[src/rtl/fgm_pkg.sv]
package fgm_pkg;

   function automatic int unsigned fgm_max(input int unsigned a, input int unsigned b);
      return (a > b) ? a : b;
   endfunction

   function automatic int unsigned fgm_off_width(input int unsigned acc_w, input int unsigned shift);
      return (acc_w > shift) ? (acc_w - shift) : 1;
   endfunction

endpackage

[src/rtl/fgm_absdiff.sv]
module fgm_absdiff #(
   parameter int unsigned W = 8
) (
   input  logic [W-1:0] a,
   input  logic [W-1:0] b,
   output logic [W-1:0] d
);
   logic [W-1:0] hi, lo;

   always_comb begin
      if (a > b) begin
         hi = a;
         lo = b;
      end else begin
         hi = b;
         lo = a;
      end
      d = hi - lo;
   end
endmodule

[src/rtl/fgm_offset_accum.sv]
module fgm_offset_accum #(
   parameter int unsigned PIX_W      = 8,
   parameter int unsigned FRAME_LOG2 = 16,
   parameter int unsigned ACC_W      = PIX_W + FRAME_LOG2,
   parameter int unsigned SHIFT      = FRAME_LOG2 + 3,
   parameter int unsigned OFF_W      = fgm_pkg::fgm_off_width(ACC_W, SHIFT)
) (
   input  logic             clk,
   input  logic             rst_n,
   input  logic             pix_vld,
   input  logic [PIX_W-1:0] pix_bg,
   input  logic [PIX_W-1:0] pix_cur,
   output logic             offs_ready,
   output logic [OFF_W-1:0] offs_val
);
   logic [PIX_W-1:0]      term;
   logic [ACC_W-1:0]      acc;
   logic [ACC_W:0]        sum_ext;
   logic [ACC_W-1:0]      total;
   logic [FRAME_LOG2-1:0] cnt;
   logic                  last;
   logic [OFF_W-1:0]      offs_next;

   initial begin
      assert (ACC_W >= PIX_W + FRAME_LOG2) else $error("accumulator too narrow for a frame");
      assert (FRAME_LOG2 >= 1) else $error("frame must hold at least two pixels");
   end

   fgm_absdiff #(.W(PIX_W)) u_pix_diff (.a(pix_bg), .b(pix_cur), .d(term));

   assign sum_ext = {1'b0, acc} + (ACC_W + 1)'(term);
   assign total   = sum_ext[ACC_W-1:0];
   assign last    = &cnt;

   generate
      if (ACC_W > SHIFT) begin : g_scaled
         assign offs_next = total[ACC_W-1:SHIFT];
      end else begin : g_underflow
         assign offs_next = '0;
      end
   endgenerate

   always_ff @(posedge clk) begin
      if (!rst_n) begin
         acc        <= '0;
         cnt        <= '0;
         offs_ready <= 1'b0;
         offs_val   <= '0;
      end else if (pix_vld) begin
         cnt <= cnt + 1'b1;
         if (last) begin
            acc        <= '0;
            offs_val   <= offs_next;
            offs_ready <= 1'b1;
         end else begin
            acc <= total;
         end
      end
   end

   assert_no_overflow_R3: assert property (@(posedge clk) disable iff (!rst_n)
      pix_vld |-> !sum_ext[ACC_W]);

   assert_ready_sticky_R5: assert property (@(posedge clk) disable iff (!rst_n)
      offs_ready |=> offs_ready);

   assert_offset_hold_R5: assert property (@(posedge clk) disable iff (!rst_n)
      !(pix_vld && last) |=> $stable(offs_val));

   assert_idle_no_count_R4: assert property (@(posedge clk) disable iff (!rst_n)
      !pix_vld |=> $stable(cnt) && $stable(acc));
endmodule

[src/rtl/fgm_decide.sv]
module fgm_decide #(
   parameter int unsigned COEF_W = 10,
   parameter int unsigned OFF_W  = 5,
   parameter int unsigned THR_W  = fgm_pkg::fgm_max(COEF_W, OFF_W) + 1
) (
   input  logic              clk,
   input  logic              rst_n,
   input  logic              enable,
   input  logic              coef_vld,
   input  logic [COEF_W-1:0] coef_ref,
   input  logic [COEF_W-1:0] coef_cur,
   input  logic [OFF_W-1:0]  offs,
   output logic              fg_vld,
   output logic [COEF_W-1:0] fg_coef
);
   logic [COEF_W-1:0] diff;
   logic [THR_W-1:0]  thr;
   logic              pass;

   initial begin
      assert (THR_W > COEF_W && THR_W > OFF_W) else $error("threshold width may wrap");
   end

   fgm_absdiff #(.W(COEF_W)) u_coef_diff (.a(coef_ref), .b(coef_cur), .d(diff));

   assign thr  = THR_W'(coef_ref) + THR_W'(offs);
   assign pass = THR_W'(diff) > thr;

   always_ff @(posedge clk) begin
      if (!rst_n) begin
         fg_vld  <= 1'b0;
         fg_coef <= '0;
      end else if (coef_vld && enable) begin
         fg_vld  <= 1'b1;
         fg_coef <= pass ? diff : '0;
      end else begin
         fg_vld  <= 1'b0;
         fg_coef <= '0;
      end
   end

   assert_idle_zero_R10: assert property (@(posedge clk) disable iff (!rst_n)
      !fg_vld |-> fg_coef == '0);

   assert_latency_R7: assert property (@(posedge clk) disable iff (!rst_n)
      fg_vld |-> $past(coef_vld) && $past(enable));

   assert_above_ref_R7: assert property (@(posedge clk) disable iff (!rst_n)
      (fg_coef != '0) |-> fg_coef > $past(coef_ref));
endmodule

[src/rtl/fg_mask_extract.sv]
module fg_mask_extract #(
   parameter int unsigned PIX_W      = 8,
   parameter int unsigned FRAME_LOG2 = 16,
   parameter int unsigned COEF_W     = 10,
   localparam int unsigned ACC_W     = PIX_W + FRAME_LOG2,
   localparam int unsigned SHIFT     = FRAME_LOG2 + 3,
   localparam int unsigned OFF_W     = fgm_pkg::fgm_off_width(ACC_W, SHIFT)
) (
   input  logic              clk,
   input  logic              rst_n,
   input  logic              pix_vld,
   input  logic [PIX_W-1:0]  pix_bg,
   input  logic [PIX_W-1:0]  pix_cur,
   input  logic              coef_vld,
   input  logic [COEF_W-1:0] coef_ref,
   input  logic [COEF_W-1:0] coef_cur,
   output logic              offs_ready,
   output logic [OFF_W-1:0]  offs_val,
   output logic              fg_vld,
   output logic [COEF_W-1:0] fg_coef
);
   initial begin
      assert (PIX_W >= 1 && COEF_W >= PIX_W) else $error("coefficient narrower than pixel");
   end

   fgm_offset_accum #(
      .PIX_W(PIX_W), .FRAME_LOG2(FRAME_LOG2), .ACC_W(ACC_W), .SHIFT(SHIFT), .OFF_W(OFF_W)
   ) u_accum (
      .clk(clk), .rst_n(rst_n), .pix_vld(pix_vld), .pix_bg(pix_bg), .pix_cur(pix_cur),
      .offs_ready(offs_ready), .offs_val(offs_val)
   );

   fgm_decide #(.COEF_W(COEF_W), .OFF_W(OFF_W)) u_decide (
      .clk(clk), .rst_n(rst_n), .enable(offs_ready), .coef_vld(coef_vld),
      .coef_ref(coef_ref), .coef_cur(coef_cur), .offs(offs_val),
      .fg_vld(fg_vld), .fg_coef(fg_coef)
   );

   assert_gate_R6: assert property (@(posedge clk) disable iff (!rst_n)
      !offs_ready |=> !fg_vld);
endmodule

[config.mk]
export PLATFORM = sky130hd
export DESIGN_NAME = fg_mask_extract
export DESIGN_NICKNAME = d
export VERILOG_FILES = /design/src/rtl/fgm_pkg.sv /design/src/rtl/fgm_absdiff.sv /design/src/rtl/fgm_offset_accum.sv /design/src/rtl/fgm_decide.sv /design/src/rtl/fg_mask_extract.sv
export SDC_FILE = /design/constraint.sdc
export NUM_CORES = 1
export LEC_CHECK = 0
export BUFFER_PORTS_ARGS = -buffer_cell sky130_fd_sc_hd__buf_2
export CAP_MARGIN = 0
export CORE_UTILIZATION = 45
export CTS_BUF_LIST = sky130_fd_sc_hd__clkbuf_16
export DETAILED_ROUTE_END_ITERATION = 16
export SLEW_MARGIN = 10
export SYNTH_ARGS = -nofsm -noshare
export SYNTH_HDL_FRONTEND = slang
export SYNTH_SLANG_ARGS = --single-unit
[constraint.sdc]
create_clock -name clk -period 4.4 [get_ports clk]
set_input_delay 0 -clock clk [delete_from_list [all_inputs] [get_ports clk]]
set_output_delay 0 -clock clk [all_outputs]
set_load 0.02 [all_outputs]
Yosys cells after proc, flatten, opt, wreduce, memory -nomap -nowiden
Cells that the tools add are included.
{"block": "op_classes", "n_lt_le_gt_ge": 3, "add_sub_neg": 5, "n_mux": 6, "n_reduce_logical": 4}
{"op": "adder 24 x 8 -> 24 bit", "n": 1}
{"op": "2-to-1 mux 24 bit", "n": 1}
{"op": "2-to-1 mux 10 bit", "n": 2}
{"op": "AND reduction 17 bit", "n": 1}
{"op": "adder 16 x 1 -> 16 bit, second input constant", "n": 1}
{"op": "2-to-1 mux 8 bit", "n": 2}
{"op": "AND reduction 16 bit", "n": 1}
{"op": "adder 10 x 5 -> 11 bit", "n": 1}
{"op": "> comparator 10 x 11 -> 1 bit", "n": 1}
{"op": "> comparator 10 bit", "n": 1}
{"op": "subtractor 10 bit", "n": 1}
{"op": "> comparator 8 bit", "n": 1}
{"op": "subtractor 8 bit", "n": 1}
{"op": "AND reduction 3 bit", "n": 1}
{"op": "logical AND 1 bit", "n": 1}
{"op": "2-to-1 mux 1 bit", "n": 1}
{"block": "totals", "word_cells": 24, "in_bits": 40, "register_bits": 57}

Depth between registers and ports, before layout
{"block": "logic_depth", "word_depth": 5, "ltp_mapped": 24, "depth_no_buf": 22}

Cells and area by module
A second synthesis with hierarchy kept.
{"block": "hier_totals", "hier_cells": 593, "hier_area_um2": 4959.8}
{"mod": "fgm_offset_accum", "instances": 1, "area_per_inst_um2": 2457.4, "seq_area_each_um2": 920.9, "cells_each": 271}
{"mod": "fgm_decide", "instances": 1, "area_per_inst_um2": 1016.0, "seq_area_each_um2": 220.2, "cells_each": 113}
{"mod": "fgm_absdiff (u_decide.u_coef_diff)", "instances": 1, "area_per_inst_um2": 880.8, "seq_area_each_um2": 0.0, "cells_each": 123}
{"mod": "fgm_absdiff (u_accum.u_pix_diff)", "instances": 1, "area_per_inst_um2": 605.6, "seq_area_each_um2": 0.0, "cells_each": 86}

Worst setup path after synthesis
Ideal clock, no wire load.
{"block": "synth_timing", "path_kind": "input to register", "from": "in pix_cur[1]", "to": "reg u_accum.acc[20]", "path_buffers": 0, "required_time_ps": 4294, "arrival_time_ps": 3820, "path_stages": 21, "setup_slack_ps": 474, "path_cell_list": "inv_1 ha_1 nor2b_1 o211ai_1 a21oi_1 o21ai_0 mux2i_1 ha_1 o21a_1 o21a_1 nor2b_1 xnor2_1 ha_1 inv_1 a21oi_1 o21ai_0 a21boi_0 o21ai_1 a211oi_1 or4b_1 o311ai_0"}
{"block": "synth_between", "elab_chain_cells": 5}
{"item": "from (decl)", "line": "fg_mask_extract.sv:13", "source": "input logic [PIX_W-1:0] pix_cur,"}
{"item": "> comparator 8 bit", "line": "fgm_absdiff.sv:11", "source": "if (a > b) begin"}
{"item": "2-to-1 mux 8 bit", "line": "fgm_absdiff.sv:11"}
{"item": "subtractor 8 bit *", "line": "fgm_absdiff.sv:18", "source": "d = hi - lo;"}
{"item": "adder 24 x 8 -> 24 bit *", "line": "fgm_offset_accum.sv:31", "source": "assign sum_ext = {1'b0, acc} + (ACC_W + 1)'(term);"}
{"item": "2-to-1 mux 24 bit *", "line": "fgm_offset_accum.sv:51", "source": "if (last) begin"}
{"item": "to (signal assigned)", "line": "fgm_offset_accum.sv:56", "source": "acc <= total;"}
{"item": "to (decl)", "line": "fgm_offset_accum.sv:17", "source": "logic [ACC_W-1:0] acc;"}
Every way passes the cells marked *; elsewhere a longest branch is shown, timed or not.
A chain may end at the register's enable or synchronous reset.

Final worst setup path
{"block": "layout_timing", "from": "in coef_ref[6]", "to": "reg u_decide.fg_coef[6]"}
{"block": "layout_between", "elab_chain_cells": 5}
{"item": "from (decl)", "line": "fg_mask_extract.sv:15", "source": "input logic [COEF_W-1:0] coef_ref,"}
{"item": "> comparator 10 bit", "line": "fgm_absdiff.sv:11"}
{"item": "2-to-1 mux 10 bit", "line": "fgm_absdiff.sv:11"}
{"item": "subtractor 10 bit *", "line": "fgm_absdiff.sv:18"}
{"item": "via u_decide.diff[8]", "line": "fgm_decide.sv:16", "source": "logic [COEF_W-1:0] diff;"}
{"item": "> comparator 10 x 11 -> 1 bit *", "line": "fgm_decide.sv:27", "source": "assign pass = THR_W'(diff) > thr;"}
{"item": "AND reduction 3 bit (no source line) *"}
{"item": "to (signal assigned)", "line": "fgm_decide.sv:35", "source": "fg_coef <= pass ? diff : '0;"}
{"item": "to (decl)", "line": "fgm_decide.sv:14", "source": "output logic [COEF_W-1:0] fg_coef"}
Mark *: on every way through the listed nets, which the timed path passes. The rest lies on a longest branch.

==> impl_results.md <==
- Status: finished, final reports clean
- IO buf count: 56
- Leading area contributor after synthesis: dfxtp_1
- Net Sw Frac: 31.4%
- CTS buffer count: 9
- Clock Tree Buf Depth: 2
- Required @ worst endpoint: approximately 4700 ps
- Wire per inst: 13.6 µm
- Critical path buffers and inverters: 1
- Largest net degree at the start of global routing: 21
- Number of distinct library cells after synthesis: 62
- Fillers: slightly above 900
- Most used flip-flop cell after synthesis: dfxtp_1
- Worst slew pin tran: ~890 ps
- Initial DRC count: 177
- DR DRC count: 0
- DP HPWL: ~8100 µm
- Synthesized area: about 4400 µm²
- CTS tree: built
- DIE AREA: 10200 µm²
- Core footprint: between 9000 and 10000 µm²
- Fin. Hold Viols: 0
- Most frequent CP cell: ha_1
- Worst-Skew Late Latency: between 300 and 400 ps
- Yosys top cell area share: 26.0%
- Cell internal pwr: around 1300 µW
- Syn Inst Count: roughly 560
- Adder-Cell Fraction of Synth Area: 13.4%
- Root Buffer: clkbuf_16
- Peak VDD IR: roughly 0.26 mV
- Slowest cell on the critical path: ha_1
- Synth area leaders: dfxtp_1 (26%), ha_1 (13%), xnor2_1 (5.2%)
- Drt via density: between 5 and 6
- Max Clk Rate: 251 MHz
- Synthesized net count: around 640
- Final Cycle Share: about 90%
- Setup crit end kind: flop
- Post-synthesis sequential area ratio: 26.0%
- Clock share of power: about two fifths
- Combinational power share: 30.9%
- Setup_tns: 0 ps
- FF+latch count, synth: between 50 and 60
- Crit path cell chain: buf_2 -> ha_1 -> nand4_1 -> or3_4 -> nand4_2 -> and4b_1 -> a21oi_1 -> ha_1 -> a31oi_1 -> nand2_1 -> a221o_1 -> a221oi_2 -> xnor2_1 -> ha_1 -> nand4_1 -> nor3_1 -> a211o_1 -> nor2_1 -> o311a_1
- Nets@finish: approximately 700
- Placed Cells: roughly 740
- Crit-path max cell delay: approximately 450 ps
- RSZ-0062 raised after global routing: no
- Synth Area in XOR/XNOR: 9.37%
- Rows: 35
- Crit-path max FO: 11
- Antenna viol nets, final: 0
- Gr usage total: ~22%
- # diodes: 0
- Crit start category: primary input
- Pwr dens: 358 nW/µm²
- Hold Path Class: in2reg
- Crit path time final: between 3000 and 4000 ps
- Net Sw Power: between 500 and 600 µW
- Final setup fails: 0
- Simple-gate share of the synthesized area: 23.4%
- Clk_skew: 6.73 ps
- H-tree Lvls: 3
- P_leak: 0.00226 µW
- Compound-cell area share of the yosys netlist: roughly 20%
- Crit Path Class: in2reg
- GR Overflow Total: 0
- Ys async rst share: 0%
- Die Span Y: ~100 µm
- Chip Width: roughly 100 µm
- Synth top cells by count: dfxtp_1 (57), nor2_1 (57), inv_1 (45), ha_1 (44), a21oi_1 (40)
- First-pass GRT wire length: 17500 µm
- Initial DRT Pass Iterations: 4
- Layout Cells excl Fill: about 760
- Syn. warnings: 0
- Slew headroom: about two fifths
- Clock-pin transition on the worst setup and hold timing paths: around 50 ps
- Number of synthesized flops with an enable pin: 0
- GP Congestion: 0.967
- Vias in the first global route: 3893
- CP top delay family: simple AND/OR/NAND/NOR gates
- Total Routed Length: about 10000 µm
- Post-synthesis mux area share: between 2 and 3%
- Slew Viols, Final: 0
- WP data arrival: around 4300 ps
- Detailed-route via count: between 4000 and 5000
- MaxCap Viol Count: 0
- Clock sinks: 57
- Area grow syn2layout: 18.8%
- Fraction of layout cells with a size suffix above 1: 15.7%
- Initial Utilization: a little under half
- Syn Area/Cell: between 7 and 8 µm²
- Antenna violations before repair: 0
- IO Count: 57
- Largest family of logic cells by synthesized area: simple AND/OR/NAND/NOR gates
- Sequential power share: between 20 and 30%
## tightest hold or removal path: stages
cell,delay [ps]
buf_2,190
nand3_1,100
a21oi_1,60
## worst paths after layout
kind	startpoint	endpoint	slack (ps)	cells past startpoint
hold / removal	pix_vld	u_accum.acc[7]$_SDFFE_PN0P_	80	3
setup / recovery	coef_ref[6]	u_decide.fg_coef[6]$_SDFF_PN0_	420	19
setup reg to reg	u_accum.offs_val[1]$_SDFFE_PN0P_	u_decide.fg_coef[6]$_SDFF_PN0_	1110	14
hold reg to reg	u_accum.acc[0]$_SDFFE_PN0P_	u_accum.acc[0]$_SDFFE_PN0P_	470	2
## per-stage QoR
step	instance area (µm²)	worst slack, ps	total power [µW]	hold slack, ps	util (%)
6_report	5220	419	1870	81.8	55.9
5_1_grt	5220	30.8	1990	95.9	55.9
4_1_cts	5200	344	1870	72.2	55.8
3_5_place_dp	4860	47.2	1130	308	52.1
3_3_place_gp	4860	67.7	1120	304	52.1
2_1_floorplan	4390	474	985	118	-
## flip-flops by register name, indices dropped and copies added (netlist names)
signal and cells:
u_accum.acc 24, u_accum.cnt 16, u_accum.offs_ready 1, u_accum.offs_val 5, u_decide.fg_coef 10, u_decide.fg_vld 1
## cell type report
cell class | count | area [µm²] | share of cell area [%]
Clock buffer | 9 | 225 | 4.32
Clock inverter | 7 | 95.1 | 1.82
Inverter | 45 | 169 | 3.24
Multi-Input combinational cell | 443 | 3040 | 58.3
Sequential cell | 57 | 1140 | 21.9
Tap cell | 129 | 161 | 3.09
Timing Repair Buffer | 69 | 383 | 7.34
## per-layer routing
metal	routed length [µm]	GRT usage [%]
met1	4950	28.6
met3	410	4.09
met5	0	0
met4	137	5.57
met2	4830	36.5
## power by group through the flow
stage / clock, µW / combinational [µW] / sequential [µW]
2_1_floorplan: 0 / 422 / 562
3_3_place_gp: 0 / 552 / 565
3_5_place_dp: 0 / 560 / 566
4_1_cts: 749 / 570 / 555
5_1_grt: 775 / 655 / 557
6_report: 737 / 577 / 555
## what timing repair did
| action | 4_1_cts | 5_1_grt |
|---|---|---|
| gates resized for setup | 0 | 5 |
| setup buffers | 0 | 0 |
| hold endpoints to repair | 3 | 0 |
| hold buffers | 2 | 0 |
| endpoints found under the setup margin | 0 | 5 |
## cells in the final DEF (no fill, tap or decap), types with 3 or more instances in the layout
master,count
inv_1,45
nor2b_1,9
xor2_1,21
o21ai_0,23
a21o_1,6
buf_4,11
nand3_1,23
ha_1,44
o22ai_1,4
buf_2,56
mux2i_1,9
nor2_1,57
a31oi_1,3
and2_1,11
clkbuf_16,9
a21oi_1,38
nor4_1,3
o21a_1,6
nand4_1,13
a211o_1,3
nor3_1,8
o21bai_1,3
or3_1,10
a211oi_1,16
and3_1,10
xnor2_1,26
o211ai_1,6
dfxtp_1,57
nand2b_1,10
o21ai_2,3
nand2_1,39
## cell families after synthesis
group,after synthesis
AO/OA/AOI/OAI,136
XOR/XNOR,47
adder cells (fa/ha/maj),46
buffers and inverters,58
flip-flops,57
multiplexers,10
AND/OR/NAND/NOR,204
Power figures use the tool's default switching activity.
